**src/rtl/corr_tpg.sv**
```systemverilog
module corr_tpg #(
  parameter int N  = 5,
  parameter int CW = 8
) (
  input  logic         clk,
  input  logic         rst_n,
  input  logic [15:0]  seed_i,
  output logic         vec_valid_o,
  input  logic         vec_ready_i,
  output logic [N-1:0] vec_o,
  input  logic         verdict_valid_i,
  input  logic         verdict_hit_i,
  output logic         found_o,
  output logic [N-1:0] found_vec_o
);
  localparam int PW = (N > 1) ? $clog2(N) : 1;
  localparam logic [CW-1:0] CMAX = {CW{1'b1}};
  localparam int RAND_RUNS = 3;

  typedef enum logic [1:0] {S_GEN, S_ISSUE, S_WAIT} st_t;
  st_t state;

  logic [CW-1:0] cnt [N][N];
  logic [CW-1:0] total;
  logic [N-1:0]  hist, hist_eff, learn_vec, vec_r, found_vec_r;
  logic [15:0]   lfsr, lfsr_nx;
  logic [PW-1:0] piv;
  logic          found_r, use_rand;

  assign use_rand    = total < CW'(RAND_RUNS);
  assign lfsr_nx     = {lfsr[14:0], lfsr[15] ^ lfsr[13] ^ lfsr[12] ^ lfsr[10]};
  assign hist_eff    = (&hist) ? '0 : hist;
  assign vec_valid_o = (state == S_ISSUE);
  assign vec_o       = vec_r;
  assign found_o     = found_r;
  assign found_vec_o = found_vec_r;

  always_comb begin
    logic          have;
    logic [CW-1:0] best;
    have = 1'b0;
    best = CMAX;
    piv  = '0;
    for (int i = 0; i < N; i++) begin
      if (!hist_eff[i] && (!have || cnt[i][i] < best)) begin
        have = 1'b1;
        best = cnt[i][i];
        piv  = PW'(i);
      end
    end
  end

  always_comb begin
    for (int j = 0; j < N; j++) begin
      if (PW'(j) == piv) learn_vec[j] = {cnt[piv][piv], 1'b0} <= {1'b0, total};
      else               learn_vec[j] = {cnt[j][piv], 1'b0} <= {1'b0, cnt[piv][piv]};
    end
  end

  always_ff @(posedge clk) begin
    if (!rst_n) begin
      state       <= S_GEN;
      lfsr        <= (seed_i == 16'h0) ? 16'hACE1 : seed_i;
      total       <= '0;
      hist        <= '0;
      vec_r       <= '0;
      found_r     <= 1'b0;
      found_vec_r <= '0;
      for (int i = 0; i < N; i++)
        for (int j = 0; j < N; j++) cnt[i][j] <= '0;
    end else begin
      found_r <= 1'b0;
      case (state)
        S_GEN: begin
          if (use_rand) begin
            vec_r <= lfsr[N-1:0];
            lfsr  <= lfsr_nx;
          end else begin
            vec_r <= learn_vec;
            hist  <= hist_eff | (N'(1) << piv);
          end
          state <= S_ISSUE;
        end
        S_ISSUE: if (vec_ready_i) state <= S_WAIT;
        S_WAIT: if (verdict_valid_i) begin
          state <= S_GEN;
          if (verdict_hit_i) begin
            found_r     <= 1'b1;
            found_vec_r <= vec_r;
            total       <= '0;
            hist        <= '0;
            for (int i = 0; i < N; i++)
              for (int j = 0; j < N; j++) cnt[i][j] <= '0;
          end else begin
            if (total != CMAX) total <= total + 1'b1;
            for (int i = 0; i < N; i++)
              for (int j = 0; j < N; j++)
                if (vec_r[i] && vec_r[j] && cnt[i][j] != CMAX) cnt[i][j] <= cnt[i][j] + 1'b1;
          end
        end
        default: state <= S_GEN;
      endcase
    end
  end

  a_r7_hold_offer: assert property (@(posedge clk) disable iff (!rst_n)
    (vec_valid_o && !vec_ready_i) |=> (vec_valid_o && $stable(vec_o)));

  a_r8_single_pulse: assert property (@(posedge clk) disable iff (!rst_n)
    found_o |=> !found_o);

  a_r8_cleared_on_find: assert property (@(posedge clk) disable iff (!rst_n)
    found_o |-> (total == '0 && hist == '0 && found_vec_o == $past(vec_r)));

  a_r9_total_saturates: assert property (@(posedge clk) disable iff (!rst_n)
    (total == CMAX && !(state == S_WAIT && verdict_valid_i && verdict_hit_i)) |=> total == CMAX);

  a_r9_ones_no_wrap: assert property (@(posedge clk) disable iff (!rst_n)
    (cnt[0][0] == CMAX && !found_o && !(state == S_WAIT && verdict_valid_i && verdict_hit_i))
      |=> cnt[0][0] == CMAX);

  a_r2_rand_steps_lfsr: assert property (@(posedge clk) disable iff (!rst_n)
    (state == S_GEN && use_rand) |=> (vec_r == $past(lfsr[N-1:0])));
endmodule

```
**config.mk**
```make
export PLATFORM = sky130hd
export DESIGN_NAME = corr_tpg
export DESIGN_NICKNAME = d
export VERILOG_FILES = /design/src/rtl/corr_tpg.sv
export SDC_FILE = /design/constraint.sdc
export NUM_CORES = 1
export LEC_CHECK = 0
export ABC_CLOCK_PERIOD_IN_PS = 10800
export BUFFER_PORTS_ARGS = -buffer_cell sky130_fd_sc_hd__buf_2
export CORE_MARGIN = 8
export CORE_UTILIZATION = 50
export DETAILED_ROUTE_END_ITERATION = 16
export MAX_ROUTING_LAYER = met4
export PLACE_DENSITY_LB_ADDON = 0.3
export RECOVER_POWER = 25
export SLEW_MARGIN = 20
export SYNTH_ARGS = -nofsm -noshare
export SYNTH_HDL_FRONTEND = slang
export SYNTH_SLANG_ARGS = --single-unit
```
**constraint.sdc**
```tcl
create_clock -name clk -period 10.8 [get_ports clk]
set_input_delay 1.08 -clock clk [delete_from_list [all_inputs] [get_ports clk]]
set_output_delay 1.08 -clock clk [all_outputs]
set_load 0.05 [all_outputs]
```
* Word-level counts from Yosys, hierarchy flattened
Memories as Yosys holds them, arrays and structs flattened. Cells that the tools add are included.
Word-level totals: bits of input ports 21, output and inout port bits 12, register bits after elaboration 42, bits in writable memories 200, memories 1
Cells by class: add/subtract/negate cells 26, reductions and logical operators 61, mux-type cells 256, order comparisons 12, bitwise gates (word level) 55, shifts and indexed selects 1, equal/unequal tests 38
Memories:
- cnt | words 5, width 40, rd ports 6, clocked after memory_dff 0, write ports 5, line 23 | logic [CW-1:0] cnt [N][N];
Operator list (count):
- two-way mux 8 bit | 68
- adder 8 x 1 -> 8 bit (second input constant) | 26
- inequality test 8 bit (second input constant) | 26
- two-way mux 1 bit | 166
- binary-select mux 8 bit (select 3 bit) | 6
- two-way mux 16 bit | 4
- less-or-equal comparator 9 x 8 -> 1 bit | 6
- OR 1 bit | 50
- logical AND 1 bit | 39
- < comparator 8 bit | 4
- two-way mux 5 bit | 5
- zero test 16 bit | 1
- one-hot mux 5 bit (2 select lines) | 1
- < comparator 8 x 2 -> 1 bit (second input constant) | 1
- two-way mux 2 bit | 4
- zero test 1 bit | 7
- equality test 2 x 3 -> 1 bit (first input constant) | 2
- inequality test 2 x 1 -> 1 bit (second input constant) | 3
- inequality test 2 bit (second input constant) | 3
- one-hot mux 2 bit (3 select lines) | 1
- AND reduction 3 bit | 2
- OR 5 bit | 1
- AND reduction 5 bit | 1
- left shift 1 x 3 -> 5 bit (first input constant) | 1
- other kinds (14) | 21

* Longest topological paths before layout
depth after elaboration 26, mapped depth 62

* Worst setup path after synthesis
OpenSTA, ideal clock, no wires.
path kind reg-to-reg, start reg hist[2], end reg vec_r[2], in the netlist vec_o[2], path slack -0.123 ns, cell stages (with the launch flop) 61, required time 10.734 ns, path buffers 12, arrival time 10.857 ns, period minus slack after synthesis 10.923 ns, cell sequence dfxtp_1 > buf_2 > nand4_1 > and2_1 > buf_2 > nor2_1 > ha_1 > nor3b_1 > a221o_1 > a21o_1 > clkbuf_1 > clkbuf_1 > a21oi_1 > inv_1 > ha_1 > nand4_1 > o22ai_1 > a211oi_1 > [25 not listed] > buf_6 > buf_6 > nand2_1 > o21ai_1 > ha_1 > a21o_1 > a21o_1 > a21oi_1 > nor2b_1 > o21ai_0 > nand2b_1 > a21oi_1 > nor2_1 > or2_2 > or3_1 > o21ai_0 > o221ai_1 > nor2_1
On the way: cells in the longest elaborated chain, start to end 26, elaborated cells between the ends (all ways) 46
Ends and longest elaborated chain:
- start: declaration | line 25 | logic [N-1:0] hist, hist_eff, learn_vec, vec_r, found_vec_r;
- start signal: assignment | line 80 | hist <= hist_eff | (N'(1) << piv);
- AND reduction 5 bit | line 32 | assign hist_eff = (&hist) ? '0 : hist;
- two-way mux 5 bit * | line 32
- two-way mux 8 bit | line 45 | if (!hist_eff[i] && (!have || cnt[i][i] < best)) begin
- < comparator 8 bit | line 45
- logical OR 1 bit | line 45
- logical AND 1 bit | line 45
- two-way mux 8 bit or two-way mux 1 bit (tied branches) | line 45
- < comparator 8 bit or zero test 1 bit (tied branches) | line 45
- [9 not listed]
- logical AND 1 bit | line 45
- two-way mux 3 bit * | line 45
- memory read (5 x 40 bit) or inverter 3 -> 4 bit (tied branches)
- binary-select mux 8 bit (select 3 bit) (on tied branches) | line 55, 56
- two-way mux 8 bit (on tied branches) (2 in a row) | line 55, 56
- less-or-equal comparator 9 x 8 -> 1 bit (on tied branches) | line 56, 55
- two-way mux 1 bit * | line 55 | if (PW'(j) == piv) learn_vec[j] = {cnt[piv][piv], 1'b0} <= {1'b0, total};
- two-way mux 5 bit * | line 75 | if (use_rand) begin
- end signal: assignment | line 76 | vec_r <= lfsr[N-1:0];
- end signal: assignment | line 79 | vec_r <= learn_vec;
- end: declaration | line 25
Mark *: on every way between the ends. The rest lies on a longest branch, timed or not. The select of a mux whose other input is x is not followed. A chain may end at the register's enable or synchronous reset.

* Worst setup path in the final report
start reg hist[4], end reg vec_r[2], in the netlist vec_o[2]
The elaborated chain is that of the path after synthesis.

==> flow_metrics.tcl <==
set metrics [dict create \
    antenna_violations_before_repair 0 \
    synth_top_flop_cell "sky130_fd_sc_hd__edfxtp_1" \
    timing.critical_path.slowest_cell_delay_ps 430 \
    power_frac_comb 0.289 \
    drc 0 \
    synth-edff-count 216 \
    synthTopCellsByArea "sky130_fd_sc_hd__edfxtp_1 41%, sky130_fd_sc_hd__nor2_1 7.5%, sky130_fd_sc_hd__ha_1 7.2%, sky130_fd_sc_hd__nand2_1 4.8%, sky130_fd_sc_hd__xnor2_1 4.4%" \
    fp.dieArea_um2 37800 \
    yosys.area_share.adder 0.0730 \
    async_flop_share 0 \
    vdd_ir_drop_max_uv 122 \
    min_period_over_period 0.948 \
    placeable_area_um2 31500 \
    postSynthRegisterBits 242 \
    grt_use_met1 0.301 \
    cell_internal_power_mw 1.96 \
    violations_in_the_final_reports "capacitance limit, slew limit" \
    cts.path.max_buffers 3 \
    crit-reg2reg-capture "vec_o[2]" \
    p_leak_nw 6.47 \
    clock-root-buffer "sky130_fd_sc_hd__clkbuf_16" \
    register_area_um2 7010 \
    clock_skew_ps 17.4 \
    gr-max-usage-layer "met2" \
    setup.worst_path.class "flip-flop to flip-flop" \
    seq_power_share 0.381 \
    clock_tree_from_tritoncts "built" \
    gp_routability_congestion 0.982 \
    synthXorXnorAreaFrac 0.0870 \
    cts_buffers 28 \
    stdcell_count 2167 \
    power.share.switching 0.338 \
    rr_worst_depth 48 \
    final.min_clock_period_ps 10240 \
    area.growth.synth_to_final_pct 9.70 \
    finish.net_count 1856 \
    cp_launch_type "flip-flop" \
    grt_pass1_vias 12300 \
    grt_overflow_total 0 \
    clkPwrFrac 0.330 \
    grt_max_degree 75 \
    critical-path-top-delay-family "compound AO/OA/AOI/OAI gates" \
    r2r_setup_slack_ps 560 \
    worst_ep_required_time_ps 11290 \
    groute.layer.met3.usage 0.0333 \
    i_o_pin_cnt 33 \
    detail-route-antenna-nets 0 \
    critical_path.endpoint_type "flip-flop" \
    dr.first_iter.drc_count 1086 \
    cts.sink_count 242 \
    share_of_the_synthesized_area_in_compound_gates_ao_oa_aoi_oai 0.135 \
    run_status "complete, but fails checks" \
    worstPathBufferInverterCount 3 \
    firstDrtPassIters 5 \
    synth_fp_nets 1834 \
    groute.usage.overall 0.231 \
    initial_utilization 0.505 \
    timing_limited_maximum_frequency_mhz 97.6 \
    route.detailed.wl_per_inst_um 20.1 \
    place_inst 2113 \
    synth_simple_gate_area_share 0.220 \
    global_route.usage.met2 0.372 \
    report.final.setup_viol 0 \
    whs_path_depth 1 \
    min-delay-path-class "flip-flop to flip-flop" \
    insertion_delay_ps 550 \
    worst_slew_margin_rel -0.124 \
    dr_total_vias 13000 \
    buffer_ports.inserted 32 \
    synth_seq_area_share 0.441 \
    pre_cts_ws_ps 217 \
    report.final.hold_viol_count 0 \
    netlist_area_um2 15900 \
    synth.top_cell.area_share 0.408 \
    fp.dieW_um 194 \
    cts.hold.buffers_added 0 \
    number_of_vias_per_cell_after_detailed_routing 6.00 \
    cp_max_fo 16 \
    multiInputGateArea_um2 8450 \
    syn_inst 1721 \
    netSwitchingPower_mw 1.00 \
    synth.mux.area_fraction 0.0144 \
    postRouteWirelength_mm 43.5 \
    tightest_slew_ps 1690 \
    final.fill_count 2825 \
    report.final.slew_viol_count 15 \
    drive_above_1_share 0.0867 \
    slack_of_the_critical_path_ps 558 \
    post_synthesis_area_per_instance_um2 9.24 \
    timing.critical_path.mode_cell "sky130_fd_sc_hd__ha_1" \
    num_antenna_cells 0 \
    ys.warnings.count 0 \
    holdPathEnd "found_vec_o[1]" \
    worstHoldStart "found_vec_o[1]" \
    r2r-start "hist[4]" \
    p_per_area_nw_per_um2 170 \
    yosysUniqueCellTypes 70 \
    wire_length_of_the_first_global_routing_pass_mm 68.3 \
    synth_top_family_by_area "simple AND/OR/NAND/NOR gates" \
    cts-htree-levels 1 \
    yosys.area.top_type "sky130_fd_sc_hd__edfxtp_1" \
    floorplan.rows 65 \
    cpMaxStageDelayCell "sky130_fd_sc_hd__maj3_1" \
    max_cap_violations 1 \
    chipHeight_um 194 \
    worst_ep_arrival_time_ps 10730 \
    cts.reportedPaths.clkPinSlew_ps 70 \
    place.detailed.hpwl_mm 31.8 \
]
## cell usage after synthesis (all sizes together), types with 3 or more instances
master and n:
nor2 318, edfxtp 216, nand2 205, nand3 103, ha 92, o21ai 81
xnor2 80, xor2 78, a21oi 64, inv 55, clkbuf 41, a21o 30
nand4 28, dfxtp 26, a31o 25, and3 24, a311oi 23, nor2b 23
buf 20, a211oi 17, nand2b 13, and4 12, mux2 12, nor4 12
o221ai 12, mux2i 9, or2 9, or3 9, a31oi 7, nor3b 7
o21a 7, and2 6, nor3 6, o22a 6, a22o 5, o21bai 5
o22ai 5, o41ai 4, a211o 3
## repair_timing
action                                 in CTS  in global routing
gates resized for setup                     0                 15
setup endpoints to repair                   0                  5
endpoints found under the hold margin       0                  0
buffers inserted                            0                  2
## power groups by stage
| stage | combinational, mW | sequential [mW] | clock [mW] |
|---|---|---|---|
| 2_1_floorplan | 0.602 | 1.13 | 0 |
| 3_3_place_gp | 0.820 | 1.15 | 0 |
| 3_5_place_dp | 0.830 | 1.15 | 0 |
| 4_1_cts | 0.834 | 1.13 | 0.996 |
| 5_1_grt | 0.942 | 1.14 | 1.03 |
| 6_report | 0.857 | 1.13 | 0.978 |
## layout make-up
class / count / share of cell area
Inverter: 56 / 0.0121
Timing Repair Buffer: 53 / 0.0178
Tap cell: 402 / 0.0288
Clock inverter: 20 / 0.0126
Multi-Input combinational cell: 1362 / 0.484
Sequential cell: 242 / 0.402
Clock buffer: 32 / 0.0423
## stage by stage
stage	cell area, um2	hold WS [ps]	power (mW)	util	TNS, ps
floorplan	15900	495	1.74	-	0
global placement	16500	453	1.97	0.524	0
global route	17400	499	3.11	0.554	-47.9
detailed placement	16500	461	1.98	0.524	0
CTS	17400	477	2.96	0.554	0
finish	17400	480	2.97	0.554	0
## state kept, by name, summed over array words and instances, names as in the netlist
register / cells
total: 8
found_o: 1
vec_o: 5
state: 2
lfsr: 16
cnt: 200
hist: 5
found_vec_o: 5
## cell usage in the layout (no fill, tap or decap), types with 19 or more instances in the layout
cell type                   synthesis  final
sky130_fd_sc_hd__a21oi_1           63     61
sky130_fd_sc_hd__a31o_2            24     22
sky130_fd_sc_hd__nand3_1          103    103
sky130_fd_sc_hd__xor2_1            78     78
sky130_fd_sc_hd__and3_1            24     24
sky130_fd_sc_hd__nor2b_1           23     23
sky130_fd_sc_hd__clkbuf_16          0     29
sky130_fd_sc_hd__nand4_1           28     28
sky130_fd_sc_hd__ha_1              92     92
sky130_fd_sc_hd__edfxtp_1         216    216
sky130_fd_sc_hd__inv_1             53     53
sky130_fd_sc_hd__o21ai_0           79     76
sky130_fd_sc_hd__a21o_1            30     28
sky130_fd_sc_hd__buf_2             13     19
sky130_fd_sc_hd__nand2_1          205    205
sky130_fd_sc_hd__xnor2_1           80     80
sky130_fd_sc_hd__nor2_1           318    317
sky130_fd_sc_hd__dfxtp_1           26     22
sky130_fd_sc_hd__a311oi_1          22     22
## layer usage
layer,wire [um],vias to the layer above
li1,-,6252
met1,19000,6186
met2,20100,460
met3,2970,97
met4,1380,0
met5,0,-
## kinds of logic (layout without fill, tap and decap cells)
logic type,count (synthesis),count (layout)
DFF,242,242
and+or+nand+nor,779,779
muxes,21,21
xor gates and xnor gates,158,158
AOI/OAI and AO/OA,311,311
buffers and inverters,117,161
adders and majority gates,93,93
## how the worst max path moves through the flow
stage / from / endpoint / slack (ps) / cells after the start
finish: hist[4] / vec_o[2] / 560 / 48
global route: hist[2] / vec_o[2] / -50 / 51
CTS: hist[4] / vec_o[2] / 180 / 50
detailed placement: hist[4] / vec_o[2] / 220 / 50
global placement: hist[4] / vec_o[2] / 690 / 50
floorplan: hist[2] / vec_o[2] / 40 / 60
Note: power is estimated with default switching activity, not from simulation.
